==> config.mk <==
export PLATFORM = sky130hd
export DESIGN_NAME = gate_deadband
export DESIGN_NICKNAME = d
export VERILOG_FILES = /design/src/rtl/gate_deadband_pkg.sv /design/src/rtl/gate_deadband_cfg.sv /design/src/rtl/gate_deadband_leg.sv /design/src/rtl/gate_deadband_pol.sv /design/src/rtl/gate_deadband.sv
export SDC_FILE = /design/constraint.sdc
export NUM_CORES = 1
export LEC_CHECK = 0
export ABC_AREA = 0
export BUFFER_PORTS_ARGS = -buffer_cell sky130_fd_sc_hd__buf_4
export CAP_MARGIN = 5
export CORE_ASPECT_RATIO = 0.6
export CORE_MARGIN = 4
export CORE_UTILIZATION = 59
export CTS_CLUSTER_SIZE = 25
export DETAILED_ROUTE_END_ITERATION = 7
export HOLD_SLACK_MARGIN = 0.08
export PLACE_DENSITY = 0.79
export SYNTH_ARGS = -nofsm -noshare
export SYNTH_HDL_FRONTEND = slang
export SYNTH_SLANG_ARGS = --single-unit
==> constraint.sdc <==
create_clock -name clk -period 2.3 [get_ports clk]
set_input_delay 0.115 -clock clk [delete_from_list [all_inputs] [get_ports clk]]
set_output_delay 0.115 -clock clk [all_outputs]
set_load 0.01 [all_outputs]
==> src/rtl/gate_deadband_pkg.sv <==
// Package: shared widths and types for the gate dead-band stage.
// Assumes one dead-band unit is a power of two of clock periods.
package gate_deadband_pkg;
    localparam int DB_W       = 6;  // width of the dead-band setting
    localparam int UNIT_LOG2  = 3;  // one unit = 2**UNIT_LOG2 clocks
    localparam int LEGS       = 3;  // number of bridge legs
    localparam int CNT_W      = DB_W + UNIT_LOG2;

    typedef logic [DB_W-1:0]  db_t;
    typedef logic [CNT_W-1:0] cnt_t;

    // Active-high switch request of one bridge leg
    typedef struct packed {
        logic up_on;
        logic lo_on;
    } leg_req_t;

    // Convert a dead-band setting into a clock count
    function automatic cnt_t db_to_clocks(input db_t db);
        return {db, {UNIT_LOG2{1'b0}}};
    endfunction
endpackage

==> src/rtl/gate_deadband_cfg.sv <==
// Module: gate_deadband_cfg
// Captures the dead-band setting while the generator is disabled and
// registers the run enable that all legs share.
// Assumes software only changes the dead band while disabled; any
// change made while running is held off until the next disable.
module gate_deadband_cfg
    import gate_deadband_pkg::*;
(
    input  logic clk,
    input  logic rst_n,
    input  logic run_en,
    input  db_t  dead_band,
    output db_t  db_held,
    output logic run_q
);
    // Capture the dead band on disabled clocks only, and register the enable
    always_ff @(posedge clk) begin
        if (!rst_n) begin
            db_held <= '0;
            run_q   <= 1'b0;
        end else begin
            if (!run_en) begin
                db_held <= dead_band;
            end
            run_q <= run_en;
        end
    end

    // The held value is frozen across consecutive enabled clocks
    p_db_frozen_r10: assert property (@(posedge clk) disable iff (!rst_n)
        (run_q && run_en) |=> $stable(db_held));
endmodule

==> src/rtl/gate_deadband_leg.sv <==
// Module: gate_deadband_leg
// Dead-band generator for one bridge leg. It turns a raw phase signal
// into active-high upper and lower switch requests. The switch being
// released drops one clock after the sample, and the switch being
// engaged waits until the raw level has been stable over delay+1 samples.
// Assumes db_held is constant while run_q is 1.
module gate_deadband_leg
    import gate_deadband_pkg::*;
(
    input  logic     clk,
    input  logic     rst_n,
    input  logic     run_en,
    input  logic     run_q,
    input  db_t      db_held,
    input  logic     raw_in,
    output leg_req_t req
);
    logic raw_q;
    cnt_t stable_cnt;
    cnt_t delay_clk;
    logic settled;

    assign delay_clk = db_to_clocks(db_held);
    assign settled   = (stable_cnt >= delay_clk);

    // Track the raw level and count clocks since its last change
    always_ff @(posedge clk) begin
        if (!rst_n) begin
            raw_q      <= 1'b0;
            stable_cnt <= '0;
        end else begin
            raw_q <= raw_in;
            if (!run_en || (raw_in != raw_q)) begin
                stable_cnt <= '0;
            end else if (stable_cnt < delay_clk) begin
                stable_cnt <= stable_cnt + 1'b1;
            end
        end
    end

    // Engage a switch only when enabled and its level has settled
    always_comb begin
        req.up_on = run_q &&  raw_q && settled;
        req.lo_on = run_q && !raw_q && settled;
    end

    p_no_overlap_r6: assert property (@(posedge clk) disable iff (!rst_n)
        !(req.up_on && req.lo_on));
    p_lower_drop_r2: assert property (@(posedge clk) disable iff (!rst_n)
        (run_en && raw_in) |=> !req.lo_on);
    p_upper_drop_r3: assert property (@(posedge clk) disable iff (!rst_n)
        (run_en && !raw_in) |=> !req.up_on);
    p_idle_off_r9: assert property (@(posedge clk) disable iff (!rst_n)
        !run_en |=> (!req.up_on && !req.lo_on));
    p_edge_waits_r1: assert property (@(posedge clk) disable iff (!rst_n)
        (run_en && (raw_in != raw_q) && (db_held != '0)) |=>
            (!req.up_on && !req.lo_on));
endmodule

==> src/rtl/gate_deadband_pol.sv <==
// Module: gate_deadband_pol
// Maps active-high switch requests onto pin levels. The upper group
// and the lower group have separate polarity selects, where 1 means
// active high. A leg that is not requested drives the inactive level.
module gate_deadband_pol
    import gate_deadband_pkg::*;
(
    input  leg_req_t         req [LEGS],
    input  logic             pol_upper,
    input  logic             pol_lower,
    output logic [LEGS-1:0]  gate_upper,
    output logic [LEGS-1:0]  gate_lower
);
    for (genvar g = 0; g < LEGS; g++) begin : g_pin
        // Apply each group's polarity to its request
        always_comb begin
            gate_upper[g] = pol_upper ? req[g].up_on : !req[g].up_on;
            gate_lower[g] = pol_lower ? req[g].lo_on : !req[g].lo_on;
        end
    end
endmodule

==> src/rtl/gate_deadband.sv <==
// Module: gate_deadband (top)
// Three-phase dead-band insertion and output polarity stage. Each raw
// phase is split into an upper and a lower gate command with a
// programmable dead band of 8-clock units.
// Assumes phase_raw is synchronous to clk.
module gate_deadband
    import gate_deadband_pkg::*;
(
    input  logic            clk,
    input  logic            rst_n,
    input  logic            run_en,
    input  logic [5:0]      dead_band,
    input  logic            pol_upper,
    input  logic            pol_lower,
    input  logic [2:0]      phase_raw,
    output logic [2:0]      gate_upper,
    output logic [2:0]      gate_lower
);
    db_t      db_held;
    logic     run_q;
    leg_req_t req [LEGS];

    gate_deadband_cfg u_cfg (
        .clk       (clk),
        .rst_n     (rst_n),
        .run_en    (run_en),
        .dead_band (dead_band),
        .db_held   (db_held),
        .run_q     (run_q)
    );

    for (genvar g = 0; g < LEGS; g++) begin : g_leg
        gate_deadband_leg u_leg (
            .clk     (clk),
            .rst_n   (rst_n),
            .run_en  (run_en),
            .run_q   (run_q),
            .db_held (db_held),
            .raw_in  (phase_raw[g]),
            .req     (req[g])
        );
    end

    gate_deadband_pol u_pol (
        .req        (req),
        .pol_upper  (pol_upper),
        .pol_lower  (pol_lower),
        .gate_upper (gate_upper),
        .gate_lower (gate_lower)
    );
endmodule

# After elaboration in Yosys (flattened, before gate mapping)

Cells that the tools add are included.

Register bits after elaboration: 37
Bits of input ports: 14
Output and inout port bits: 6
Logic and storage cells: 55

$add $sub $neg: 3
$lt $le $gt $ge: 6
Eq/ne operators: 3
Muxes and demuxes: 6
Bitwise gates (word level): 1
Reduce and logical (&&, ||, !) cells: 28

Operators by type and width:

| cell                                        | number |
|---|---|
| adder 9 x 1 -> 9 bit, second input constant | 3 |
| greater-or-equal comparator 9 bit           | 3 |
| < comparator 9 bit                          | 3 |
| logical AND 1 bit                           | 12 |
| zero test 1 bit                             | 10 |
| 2-to-1 mux 1 bit                            | 6 |
| OR reduction 2 bit                          | 3 |
| logical OR 1 bit                            | 3 |
| inequality test 1 bit                       | 3 |
| inverter 1 bit                              | 1 |

# Depth between registers and ports, before layout

Word-level depth: 5
Mapped depth: 8
Mapped depth without buffers: 7

# By module

A second synthesis with hierarchy kept.

Cell total of the unflattened synthesis: 273
Area total of the unflattened synthesis: 2442.3 µm²

By module, submodules not included:

| module                                 | instances | cells each | area an instance (µm²) | seq. area each (µm²) |
|---|---|---|---|---|
| gate_deadband_leg (g_leg[0].u_leg ...) | 2         | 80         | 715.7                  | 200.2 |
| gate_deadband_leg (g_leg[1].u_leg)     | 1         | 86         | 701.9                  | 200.2 |
| gate_deadband_cfg                      | 1         | 21         | 256.5                  | 140.1 |
| gate_deadband_pol                      | 1         | 6          | 52.6                   | 0.0 |

# Worst setup path before layout

OpenSTA, ideal clock, no wires.

Path kind: register to register
Start: register u_cfg.db_held[5]
End: register g_leg[2].u_leg.stable_cnt[7]
Setup time: 0.071 ns
Arrival time: 1.995 ns
Data required time: 2.229 ns
Slack: 0.233 ns
Stages on the path, launching flop included: 9
Buffers on the path: 1
Clock period less this slack: 2.067 ns
Path through: dfxtp_1 -> inv_1 -> ha_1 -> nand4_1 -> a21oi_2 -> or3_1 -> buf_6 -> or4_1 -> a21oi_1

Word-level cells in the longest chain between the ends: 1

Ends and longest elaborated chain:

| what                     | line                    | text |
|---|---|---|
| start: declaration       | gate_deadband_cfg.sv:13 | `output db_t db_held,` |
| start signal: assignment | gate_deadband_cfg.sv:23 | `db_held <= dead_band;` |
| < comparator 9 bit       | gate_deadband_leg.sv:35 | `end else if (stable_cnt < delay_clk) begin` |
| end signal: assignment   | gate_deadband_leg.sv:36 | `stable_cnt <= stable_cnt + 1'b1;` |
| end: declaration         | gate_deadband_leg.sv:19 | `cnt_t stable_cnt;` |

Every way passes these cells.
A chain may end at the register's enable or synchronous reset.

# Final worst setup path

Start: register u_cfg.db_held[4]
End: output gate_upper[2]

Word-level cells in the longest chain between the ends: 4

Ends and longest elaborated chain:

| what                                  | line                    | text |
|---|---|---|
| greater-or-equal comparator 9 bit (*) | gate_deadband_leg.sv:24 | `assign settled = (stable_cnt >= delay_clk);` |
| logical AND 1 bit (*)                 | gate_deadband_leg.sv:43 | `req.up_on = run_q && raw_q && settled;` |
| zero test 1 bit                       | gate_deadband_pol.sv:17 | `gate_upper[g] = pol_upper ? req[g].up_on : !req[g].up_on;` |
| 2-to-1 mux 1 bit (*)                  | gate_deadband_pol.sv:17 |  |
| end: declaration                      | gate_deadband.sv:16     | `output logic [2:0] gate_upper,` |

Mark *: on every way between the ends. The rest lies on a longest branch, timed or not.

==> impl_metrics.csv <==
group,metric,value,unit
outcome,outcome,"finished clean",
sta,fmax,453.9,MHz
setup_path,required,2.18,ns
synth,synthCells,252,
sta,layout_setup_ws,0.09696,ns
clock_tree,cts.clk_slew.worst_paths,0.07,ns
synth,ys_types,37,
global_routing,grt_max_degree,13,
place,gp_congestion,0.8788,
synth,syn_area_per_cell,8.719,sq um
sta,setup_viol,0,
cells_and_area,nets,329,
drt,wl_per_cell,16.74,um
floorplan,start_util,64.56,%
sta,skew,0.01218,ns
synth,synthTopCellsByArea,"dfxtp_1, ha_1, xnor2_1",
cells_and_area,fin_area,2770,sq um
sta,tightest_slew,0.4017,ns
power_and_ir_drop,cellPowerDensity,554.4,nW/um^2
clock_tree,cts.path.max_buffers,2,
cells_and_area,layout_common_cells,"buf_4, dfxtp_1, nor2_1, ha_1, xnor2_1",
place,dpl_cell_area,2421,sq um
cells_and_area,seqCellArea,755.7,sq um
cells_and_area,final_common_cell,"buf_4",
clock_tree,insertion_delay,0.31,ns
place,hpwl,3770,um
cells_and_area,area_delta_synth_final,26.08,%
place,io_buffer_count,19,
drt,drc_errors,0,
floorplan,core-area,3403,sq um
sta,hold_viol_final,0,
min_path,min_path_type,"in2reg",
floorplan,die_y,55.27,um
synth,yosysTopAreaCell,"dfxtp_1",
power_and_ir_drop,cellLeakagePower,1.054,nW
setup_path,cp_max_fo,4,
floorplan,fp.dieW,86.78,um
drt,drt_iter0_markers,164,
global_routing,antenna_found_initial,0,
synth,yosys_warnings,0,
clock_tree,cts_buffers,5,
place,pre_cts_ws,0.09365,ns
clock_tree,cts.htree.levels,2,
clock_tree,root_buffer,"clkbuf_8",
clock_tree,cts_tree,"done",
setup_path,crit_path_end_kind,"primary output",
cells_and_area,diodes,0,
drt,firstDrtPassIters,4,
synth,synth_top_area_share,33.71,%
sta,drv_slew,0,
global_routing,grt_pass1_vias,1774,
drt,routed_wl,5642,um
power_and_ir_drop,peakVddDrop,0.4199,mV
sta,finalCritPeriodShare,95.78,%
floorplan,io-pin-count,20,
setup_path,crit_path_start_kind,"flop",
setup_path,critical_path_class,"reg2out",
sta,fin_hold_ws,0.07970,ns
synth,yosysSeqAreaShare,33.71,%
floorplan,num_rows,16,
global_routing,overflow,0,
drt,num_vias,1930,
cells_and_area,n_fill_cell,211,
synth,synth_area,2197,sq um
drt,antenna_left,0,
sta,period_needed,2.203,ns
global_routing,grt_pass1_wl,8763,um
clock_tree,clock-sinks,37,
global_routing,grt_use_total,23.49,%
run,maxCapViolCount,0,
cells_and_area,drive_above_1_share,25.00,%
synth,synth-seq-cells,37,
floorplan,design.die.area,4796,sq um
drt,viasPerCell,5.727,
cells_and_area,multiInputGateArea,1471,sq um
synth,synthesis.nets,290,
sta,relSlewSlack,72.97,%
setup_path,crit_arrival,2.09,ns
sta,rsz0062_at_grt,"yes",
## cell families (layout without fill, tap and decap cells)
kind of cell,Yosys count,in the layout,synth area share (%)
buffers and inverters,24,64,4.499
AND/OR/NAND/NOR,105,105,25.85
flip-flops,37,37,33.71
XOR/XNOR,26,26,10.36
AO/OA/AOI/OAI,27,27,7.802
multiplexers,9,9,4.100
adder cells (fa/ha/maj),24,24,13.67
## through the flow
stage               setup TNS [ns]  instances  total power, mW  utilization, %
floorplan                        0        252           0.8130               -
global placement                 0        318           0.8787           71.14
detailed placement               0        318           0.8831           71.14
CTS                       -0.01503        331            1.487           76.43
global route              -0.03213        337            1.598           81.40
finish                           0        337            1.536           81.40
## synth_stat cells
master     n
or4_1      5
nand3_1   15
nor4_1     9
mux2i_1    9
xnor2_1   18
nand2b_2   1
ha_1      24
clkbuf_1   3
nand2b_1   1
and2_0     1
and4_1     1
or3_1      2
nor3_1     3
o31a_1     1
a21oi_1    8
buf_2      1
nor4b_1    1
o21ai_0    5
nand4_1    9
a21o_1     1
xor2_1     8
buf_6      1
nor2b_1   10
o31ai_1    2
dfxtp_1   37
and2_1     7
inv_1     19
or2_2      2
nand2_1   10
o211ai_1   5
a21oi_2    1
a21o_2     1
nor2_1    25
o21ai_1    1
nand4b_1   3
o21a_1     1
o21bai_1   1
## routing by layer
metal	vias to the layer above	share of wire [%]	global-route usage (%)
met2	77	42	30.16
met5	-	0	0
met4	0	0.97	5.111
met3	9	7.3	8.321
li1	964	-	-
met1	880	50	36.55
## path summary, 6_finish.rpt
path	slack [ns]	endpoint	cells past startpoint	startpoint
setup / recovery	0.1	gate_upper[2]	8	u_cfg.db_held[4]
hold / removal	0.08	u_cfg.db_held[2]	3	dead_band[2]
setup reg to reg	0.13	g_leg[2].u_leg.stable_cnt[8]	8	u_cfg.db_held[4]
hold reg to reg	0.52	g_leg[2].u_leg.stable_cnt[8]	2	g_leg[2].u_leg.stable_cnt[8]
## registers in the layout, indices dropped and copies added (netlist names)
signal                  count
u_cfg.run_q                 1
u_cfg.db_held               6
g_leg.u_leg.stable_cnt     27
g_leg.u_leg.raw_q           3
## final cells by class
cell class                 count  area share, %
clock inverter                 2          1.355
sequential                    37          27.28
timing repair buffer          37          10.39
tap                           45          2.033
inverter                      19          2.846
clock buffer                   6          2.981
multi-input combinational    191          53.12
## worst max-delay path: stages, from the launching register on
cell	delay, ns
dfxtp_2	0.37
inv_4	0.06
ha_4	0.23
nand4_1	0.14
a21oi_4	0.06
or3_4	0.41
o211ai_1	0.22
xor2_1	0.16
buf_4	0.13
## timing repair
action,4_1_cts,5_1_grt
endpoints found under the hold margin,4,0
pin swaps,2,13
gates resized for setup,5,32
setup buffers,1,6
endpoints found under the setup margin,4,9
hold buffers,4,0
## where the power goes
group	switching (mW)	total, mW	internal (mW)
sequential	0.0154	0.669	0.654
combinational	0.135	0.263	0.128
clock	0.251	0.603	0.353
total	0.402	1.54	1.13
No activity file was read; power rests on OpenSTA's default activity.
